==> src/rtl/tapc_pkg.sv <==
package tapc_pkg;

  localparam int REQ_W       = 3;
  localparam int REQ_ERR_BIT = 2;
  localparam int REQ_UP_BIT  = 1;
  localparam int REQ_DN_BIT  = 0;

  localparam int CMP_W       = 2;
  localparam int CMP_UP_BIT  = 1;
  localparam int CMP_DN_BIT  = 0;

  typedef enum logic [1:0] {
    ACT_IDLE   = 2'd0,
    ACT_CLEAR  = 2'd1,
    ACT_STEP   = 2'd2,
    ACT_RETUNE = 2'd3
  } tap_act_e;

endpackage

==> src/rtl/tapc_decide.sv <==
module tapc_decide
  import tapc_pkg::*;
#(
  parameter int TAP_MAX = 8,
  localparam int TAP_W  = $clog2(TAP_MAX)
) (
  input  logic               eval_i,
  input  logic               tuned_i,
  input  logic               auto_i,
  input  logic               ddr_i,
  input  logic               four_i,
  input  logic [REQ_W-1:0]   req_i,
  input  logic [CMP_W-1:0]   cmd_cmp_i,
  input  logic [TAP_MAX-1:0] bad_mask_i,
  input  logic [TAP_MAX-1:0] saved_cmp_i,
  input  logic [TAP_W-1:0]   cur_tap_i,
  output tap_act_e           act_o,
  output logic [TAP_W-1:0]   new_tap_o
);

  localparam logic [TAP_W-1:0] LIM_FULL = TAP_W'(TAP_MAX - 1);
  localparam logic [TAP_W-1:0] LIM_HALF = TAP_W'(TAP_MAX / 2 - 1);

  function automatic logic [TAP_W-1:0] ring_mask(input logic four);
    return four ? LIM_HALF : LIM_FULL;
  endfunction

  function automatic logic [TAP_W-1:0] ring_inc(input logic [TAP_W-1:0] t,
                                                input logic four);
    return (t + TAP_W'(1)) & ring_mask(four);
  endfunction

  function automatic logic [TAP_W-1:0] ring_dec(input logic [TAP_W-1:0] t,
                                                input logic four);
    return (t - TAP_W'(1)) & ring_mask(four);
  endfunction

  logic             take;
  logic             ddr_single;
  logic [TAP_W-1:0] prop_tap;
  logic [TAP_W-1:0] opp_tap;
  logic             prop_bad;
  logic             opp_saved;
  tap_act_e         act;

  // Named events for the checks below
  logic ev_step;
  logic ev_blocked;

  assign take = eval_i && tuned_i;

  always_comb begin
    ddr_single = 1'b0;
    prop_tap   = cur_tap_i;
    opp_tap    = cur_tap_i;
    unique case (cmd_cmp_i)
      2'b10: begin
        ddr_single = 1'b1;
        prop_tap   = ring_inc(cur_tap_i, four_i);
        opp_tap    = ring_dec(cur_tap_i, four_i);
      end
      2'b01: begin
        ddr_single = 1'b1;
        prop_tap   = ring_dec(cur_tap_i, four_i);
        opp_tap    = ring_inc(cur_tap_i, four_i);
      end
      default: ;
    endcase
  end

  assign prop_bad  = bad_mask_i[prop_tap];
  assign opp_saved = saved_cmp_i[opp_tap];

  always_comb begin
    act       = ACT_IDLE;
    new_tap_o = cur_tap_i;
    if (take) begin
      if (auto_i) begin
        if (req_i[REQ_ERR_BIT]) act = ACT_RETUNE;
      end else if (req_i != '0) begin
        act = ACT_CLEAR;
        if (ddr_i) begin
          if (cmd_cmp_i[CMP_UP_BIT] && cmd_cmp_i[CMP_DN_BIT]) begin
            act = ACT_RETUNE;
          end else if (ddr_single) begin
            if (prop_bad) begin
              act = opp_saved ? ACT_RETUNE : ACT_CLEAR;
            end else begin
              act       = ACT_STEP;
              new_tap_o = prop_tap;
            end
          end
        end else begin
          if (req_i[REQ_ERR_BIT]) begin
            act = ACT_RETUNE;
          end else if (req_i[REQ_UP_BIT]) begin
            act       = ACT_STEP;
            new_tap_o = ring_inc(cur_tap_i, four_i);
          end else if (req_i[REQ_DN_BIT]) begin
            act       = ACT_STEP;
            new_tap_o = ring_dec(cur_tap_i, four_i);
          end
        end
      end
    end
  end

  assign act_o      = act;
  assign ev_step    = (act == ACT_STEP);
  assign ev_blocked = take && !auto_i && ddr_i && (req_i != '0) && ddr_single && prop_bad;

  // a double-data-rate step never lands on a bad tap
  always_comb begin
    if (ev_step && ddr_i) a_r8_no_bad_landing : assert (!bad_mask_i[new_tap_o]);
  end

  // a stepped tap stays inside the selected ring
  always_comb begin
    if (ev_step) a_r6_step_in_ring : assert ((new_tap_o & ~ring_mask(four_i)) == '0);
  end

  // a blocked step never moves the tap
  always_comb begin
    if (ev_blocked) a_r8_blocked_holds : assert (new_tap_o == cur_tap_i);
  end

endmodule

==> src/rtl/tapc_track.sv <==
module tapc_track
  import tapc_pkg::*;
#(
  parameter int TAP_MAX = 8,
  localparam int TAP_W  = $clog2(TAP_MAX)
) (
  input  logic             clk,
  input  logic             rst_n,
  input  tap_act_e         act_i,
  input  logic [TAP_W-1:0] new_tap_i,
  output logic [TAP_W-1:0] tap_o,
  output logic             retune_o,
  output logic             clr_o
);

  logic [TAP_W-1:0] tap_q;
  logic             retune_q;
  logic             clr_q;

  always_ff @(posedge clk or negedge rst_n) begin
    if (!rst_n) begin
      tap_q    <= '0;
      retune_q <= 1'b0;
      clr_q    <= 1'b0;
    end else begin
      if (act_i == ACT_STEP) tap_q <= new_tap_i;
      retune_q <= (act_i == ACT_RETUNE);
      clr_q    <= (act_i != ACT_IDLE);
    end
  end

  assign tap_o    = tap_q;
  assign retune_o = retune_q;
  assign clr_o    = clr_q;

  // the tap only moves after a step decision
  a_r2_tap_moves_on_step : assert property (@(posedge clk) disable iff (!rst_n)
    (act_i != ACT_STEP) |=> $stable(tap_q));

  // a retune pulse always comes with the clear strobe
  a_r5_retune_clears : assert property (@(posedge clk) disable iff (!rst_n)
    retune_q |-> clr_q);

endmodule

==> src/rtl/tapc_map.sv <==
module tapc_map #(
  parameter int TAP_MAX = 8,
  localparam int TAP_W  = $clog2(TAP_MAX)
) (
  input  logic             four_i,
  input  logic [TAP_W-1:0] tap_i,
  output logic [TAP_W-1:0] dly_o
);

  function automatic logic [TAP_W-1:0] halve(input logic [TAP_W-1:0] t);
    return t >> 1;
  endfunction

  generate
    if (TAP_W > 1) begin : g_shift
      assign dly_o = four_i ? halve(tap_i) : tap_i;
    end else begin : g_pass
      logic unused_four;
      assign unused_four = four_i;
      assign dly_o = tap_i;
    end
  endgenerate

endmodule

==> src/rtl/tap_corrector.sv <==
module tap_corrector
  import tapc_pkg::*;
#(
  parameter int TAP_MAX = 8,
  localparam int TAP_W  = $clog2(TAP_MAX)
) (
  input  logic               clk,
  input  logic               rst_n,
  input  logic               eval_i,
  input  logic               tuned_i,
  input  logic               auto_i,
  input  logic               ddr_i,
  input  logic               four_i,
  input  logic [2:0]         req_i,
  input  logic [1:0]         cmd_cmp_i,
  input  logic [TAP_MAX-1:0] bad_mask_i,
  input  logic [TAP_MAX-1:0] saved_cmp_i,
  output logic [TAP_W-1:0]   dly_tap_o,
  output logic               retune_o,
  output logic               req_clr_o
);

  tap_act_e         act;
  logic [TAP_W-1:0] new_tap;
  logic [TAP_W-1:0] cur_tap;

  tapc_decide #(.TAP_MAX(TAP_MAX)) u_decide (
    .eval_i      (eval_i),
    .tuned_i     (tuned_i),
    .auto_i      (auto_i),
    .ddr_i       (ddr_i),
    .four_i      (four_i),
    .req_i       (req_i),
    .cmd_cmp_i   (cmd_cmp_i),
    .bad_mask_i  (bad_mask_i),
    .saved_cmp_i (saved_cmp_i),
    .cur_tap_i   (cur_tap),
    .act_o       (act),
    .new_tap_o   (new_tap)
  );

  tapc_track #(.TAP_MAX(TAP_MAX)) u_track (
    .clk       (clk),
    .rst_n     (rst_n),
    .act_i     (act),
    .new_tap_i (new_tap),
    .tap_o     (cur_tap),
    .retune_o  (retune_o),
    .clr_o     (req_clr_o)
  );

  tapc_map #(.TAP_MAX(TAP_MAX)) u_map (
    .four_i (four_i),
    .tap_i  (cur_tap),
    .dly_o  (dly_tap_o)
  );

  // the clear strobe only follows an evaluate strobe
  a_r2_clr_after_eval : assert property (@(posedge clk) disable iff (!rst_n)
    req_clr_o |-> $past(eval_i));

  // strobes while inactive change nothing
  a_r10_inactive_ignored : assert property (@(posedge clk) disable iff (!rst_n)
    (eval_i && !tuned_i) |=> (!req_clr_o && !retune_o && $stable(cur_tap)));

  // in automatic mode the tap never moves
  a_r3_auto_no_step : assert property (@(posedge clk) disable iff (!rst_n)
    (eval_i && auto_i) |=> $stable(cur_tap));

  // a zero request word in manual mode is ignored
  a_r4_zero_word_idle : assert property (@(posedge clk) disable iff (!rst_n)
    (eval_i && !auto_i && (req_i == 3'b000)) |=> !req_clr_o);

endmodule

==> config.mk <==
export PLATFORM = sky130hd
export DESIGN_NAME = tap_corrector
export DESIGN_NICKNAME = d
export VERILOG_FILES = /design/src/rtl/tapc_pkg.sv /design/src/rtl/tapc_decide.sv /design/src/rtl/tapc_track.sv /design/src/rtl/tapc_map.sv /design/src/rtl/tap_corrector.sv
export SDC_FILE = /design/constraint.sdc
export NUM_CORES = 1
export LEC_CHECK = 0
export ABC_AREA = 1
export BUFFER_PORTS_ARGS = -buffer_cell sky130_fd_sc_hd__buf_2
export CAP_MARGIN = 20
export CORE_UTILIZATION = 43
export DETAILED_ROUTE_END_ITERATION = 6
export GPL_TIMING_DRIVEN = 0
export PLACE_DENSITY = 0.76
export SETUP_SLACK_MARGIN = 0.05
export SLEW_MARGIN = 40
export SYNTH_ARGS = -nofsm -noshare
export SYNTH_HDL_FRONTEND = slang
export SYNTH_SLANG_ARGS = --single-unit
==> constraint.sdc <==
create_clock -name clk -period 1.87 [get_ports clk]
set_clock_uncertainty 0.15 [all_clocks]
set_input_delay 0.187 -clock clk [delete_from_list [all_inputs] [get_ports clk]]
set_output_delay 0.187 -clock clk [all_outputs]
set_load 0.01 [all_outputs]
==> results_dict.tcl <==
set metrics [dict create \
    path_cells "inv_2 > ha_4 > nand2_2 > nand2_1 > nor2_1 > nor2_1 > nand3_1 > nand2_1 > nand2_1 > nand2_1 > inv_1 > nand2_1 > nand2_1 > nand2_1 > nand2_2 > nand2_1 > nand2_1 > nand2_1" \
    start_util_pct 47.72 \
    cts_tree "built" \
    remaining_drc_errors 0 \
    period_minus_slack_ns 1.950 \
    max_clock_freq_mhz 512.9 \
    path_delay_family "simple AND/OR/NAND/NOR gates" \
    endpoint_kind "flip-flop" \
    path_buf_inv 2 \
    n_antenna_cell 0 \
    row_count 15 \
    min_to "u_track.clr_o" \
    ys_seq_area_share_pct 14.71 \
    synth_cells 151 \
    cp_common_cell "nand2_1" \
    r2r-end "u_track.clr_o" \
    layout_common_cells "40 x nand2_1, 32 x buf_2, 24 x inv_1, 15 x nand3_1" \
    drtAntennaViolNets 0 \
    hold_class "in -> reg" \
    fp.coreArea_sq_mm 0.001783 \
    hold_slack_ns 0.1212 \
    grt_pass1_vias 891 \
    numPortBuffers 32 \
    grt_setup_unrepaired "yes" \
    tightest_slew_ns 0.3155 \
    power_density_mw_per_mm2 900.8 \
    vdd_ir_drop_max_uv 408.5 \
    layout_commonest_cell "nand2_1" \
    dr.pass1.iters 6 \
    nFillCells 163 \
    die_w_um 46.48 \
    clk_latency_ns 0.24 \
    synth.area.top_cells "nand2_1 20%, dfrtp_1 15%, inv_1 12%" \
    place_area_sq_mm 0.001061 \
    synth_fp_nets 184 \
    path_class "reg -> reg" \
    dpl.hpwl_mm 1.721 \
    grt_max_degree 10 \
    synth_top_area_share_pct 19.85 \
    r2r-start "u_track.tap_o[0]" \
    finalSetupViolations 5 \
    fin_ws_ns -0.07969 \
    cts_root_buffer "clkbuf_4" \
    place.gp.congestion 0.8655 \
    multiInputGateArea_sq_um 655.6 \
    rrSetupSlack_ns -0.08 \
    grt_pass1_wl_mm 3.450 \
    grt_util_all_layers_pct 21.65 \
    synth_area_leader_cell "nand2_1" \
    io_pins 33 \
    wl_mm 2.225 \
    design_area_sq_mm 0.001190 \
    maxCapViolations 0 \
    drive_above_1_share_pct 40.72 \
    htreeDepth 1 \
    nNetsFinal 228 \
    outcome "finished, violations left" \
    area_delta_synth_final_pct 39.85 \
    numCtsBuffers 3 \
    period_share_pct 104.3 \
    fin_total_pwr_mw 1.072 \
    path_max_fanout 4 \
    die_h_um 46.48 \
    dp_slack_ns -0.2416 \
    cts_sinks 5 \
    wl_per_cell_um 10.16 \
    leakage_nw 0.7152 \
    max_slew_margin_pct 78.74 \
    antenna_found_initial 0 \
    avgSynthCellArea_sq_um 5.635 \
    ys_seq_elements 5 \
    num_vias 1068 \
    die_area_sq_mm 0.002160 \
    slew_viol_final 0 \
    holdCritStartpoint "auto_i" \
    viasPerCell 4.877 \
    clockBufferDepth 2 \
    r2r_cells 18 \
    overflow 0 \
    netlist_area_sq_um 850.8 \
    synthDistinctLibCells 19 \
    violations "negative setup slack" \
    critPathMaxStageDelay_ns 0.38 \
    drt_first_iter_violations 24 \
    register_area_sq_um 127.6 \
    startpoint_type "flip-flop" \
    hold_viol 0 \
    yosys_warnings 0 \
    fin_tns_setup_ns -0.2707 \
    hold_depth 4 \
    worst-endpoint-required_ns 1.89 \
    worstPathArrival_ns 1.97 \
    clk_pin_slew_worst_paths_ns 0.04 \
    critical_path.slowest_cell "dfrtp_2" \
]
-- layer usage --
layer	share of wire (%)	vias to the layer above	wire length, um	track usage [%]
met3	4.6	7	103	0
met4	2.2	0	49	6.471
met5	0	-	0	0
met1	41	462	911	25.46
met2	52	39	1160	41.67
li1	-	560	-	-
-- cells in the mapped netlist --
cell type	n
nand2_1	45
inv_1	27
nand3_1	17
nor2_1	9
inv_2	8
nand4_1	7
a21oi_1	5
dfrtp_1	5
ha_1	5
nand2_2	5
nand2_4	4
nand3b_1	3
o21ai_0	3
o21ai_1	3
a31oi_1	1
nand3_2	1
nand4_2	1
nor2_2	1
nor2_4	1
-- metrics by stage --
stage / std cells / utilization (%)
5_1_grt: 219 / 66.74
2_1_floorplan: 151 / -
4_1_cts: 218 / 65.26
3_3_place_gp: 208 / 59.51
3_5_place_dp: 208 / 59.51
6_report: 219 / 66.74
-- logic make-up (layout without fill, tap and decap cells) --
family	after synthesis	count (layout)	share of synthesized area, %
AO/OA/AOI/OAI	12	12	7.205
adder cells (fa/ha/maj)	5	5	7.353
buffers and inverters	35	78	15.44
flip-flops	5	5	14.71
AND/OR/NAND/NOR	94	94	55.29
-- layout make-up --
| class | instances | area share (%) |
|---|---|---|
| multi-input combinational | 111 | 55.10 |
| timing repair buffer | 39 | 18.09 |
| inverter | 35 | 11.25 |
| sequential | 5 | 10.73 |
| tap | 25 | 2.629 |
| clock buffer | 4 | 2.208 |
-- what timing repair did --
| item | in CTS | in global routing |
|---|---|---|
| hold buffers | 1 | 0 |
| endpoints found under the hold margin | 5 | 0 |
| pin swaps | 6 | 6 |
| setup endpoints to repair | 5 | 5 |
| setup buffers | 5 | 1 |
| resized for setup | 9 | 5 |
-- how the worst max path moves through the flow --
stage	startpoint	endpoint	slack, ns	cells after the start
finish	u_track.tap_o[0]	u_track.clr_o	-0.08	18
global route	u_track.tap_o[1]	u_track.clr_o	-0.26	18
CTS	u_track.tap_o[1]	u_track.clr_o	-0.10	16
detailed placement	cmd_cmp_i[0]	u_track.retune_o	-0.24	16
global placement	cmd_cmp_i[0]	u_track.clr_o	-0.16	19
floorplan	u_track.tap_o[1]	u_track.clr_o	0.02	17
-- sequential cells by signal, summed over array words and instances, names as in the netlist --
signal,count
u_track.clr_o,1
u_track.tap_o,3
u_track.retune_o,1
-- power by group --
| group | internal [mW] | leakage, nW | total [mW] | switching, mW |
|---|---|---|---|---|
| registers | 0.139 | 0.0579 | 0.165 | 0.0263 |
| clock network | 0.0807 | 0.0150 | 0.126 | 0.0451 |
| logic | 0.327 | 0.642 | 0.781 | 0.454 |
| total | 0.546 | 0.715 | 1.07 | 0.526 |
-- worst reg2reg max path, stage by stage (launching register included) --
cell and delay (ns):
dfrtp_2 0.38, inv_2 0.06, ha_4 0.29, nand2_2 0.05
nand2_1 0.07, nor2_1 0.04, nor2_1 0.15, nand3_1 0.09
nand2_1 0.08, nand2_1 0.05, nand2_1 0.06, inv_1 0.04
nand2_1 0.05, nand2_1 0.04, nand2_1 0.07, nand2_2 0.06
nand2_1 0.06, nand2_1 0.04, nand2_1 0.07
Power figures use the tool's default switching activity.
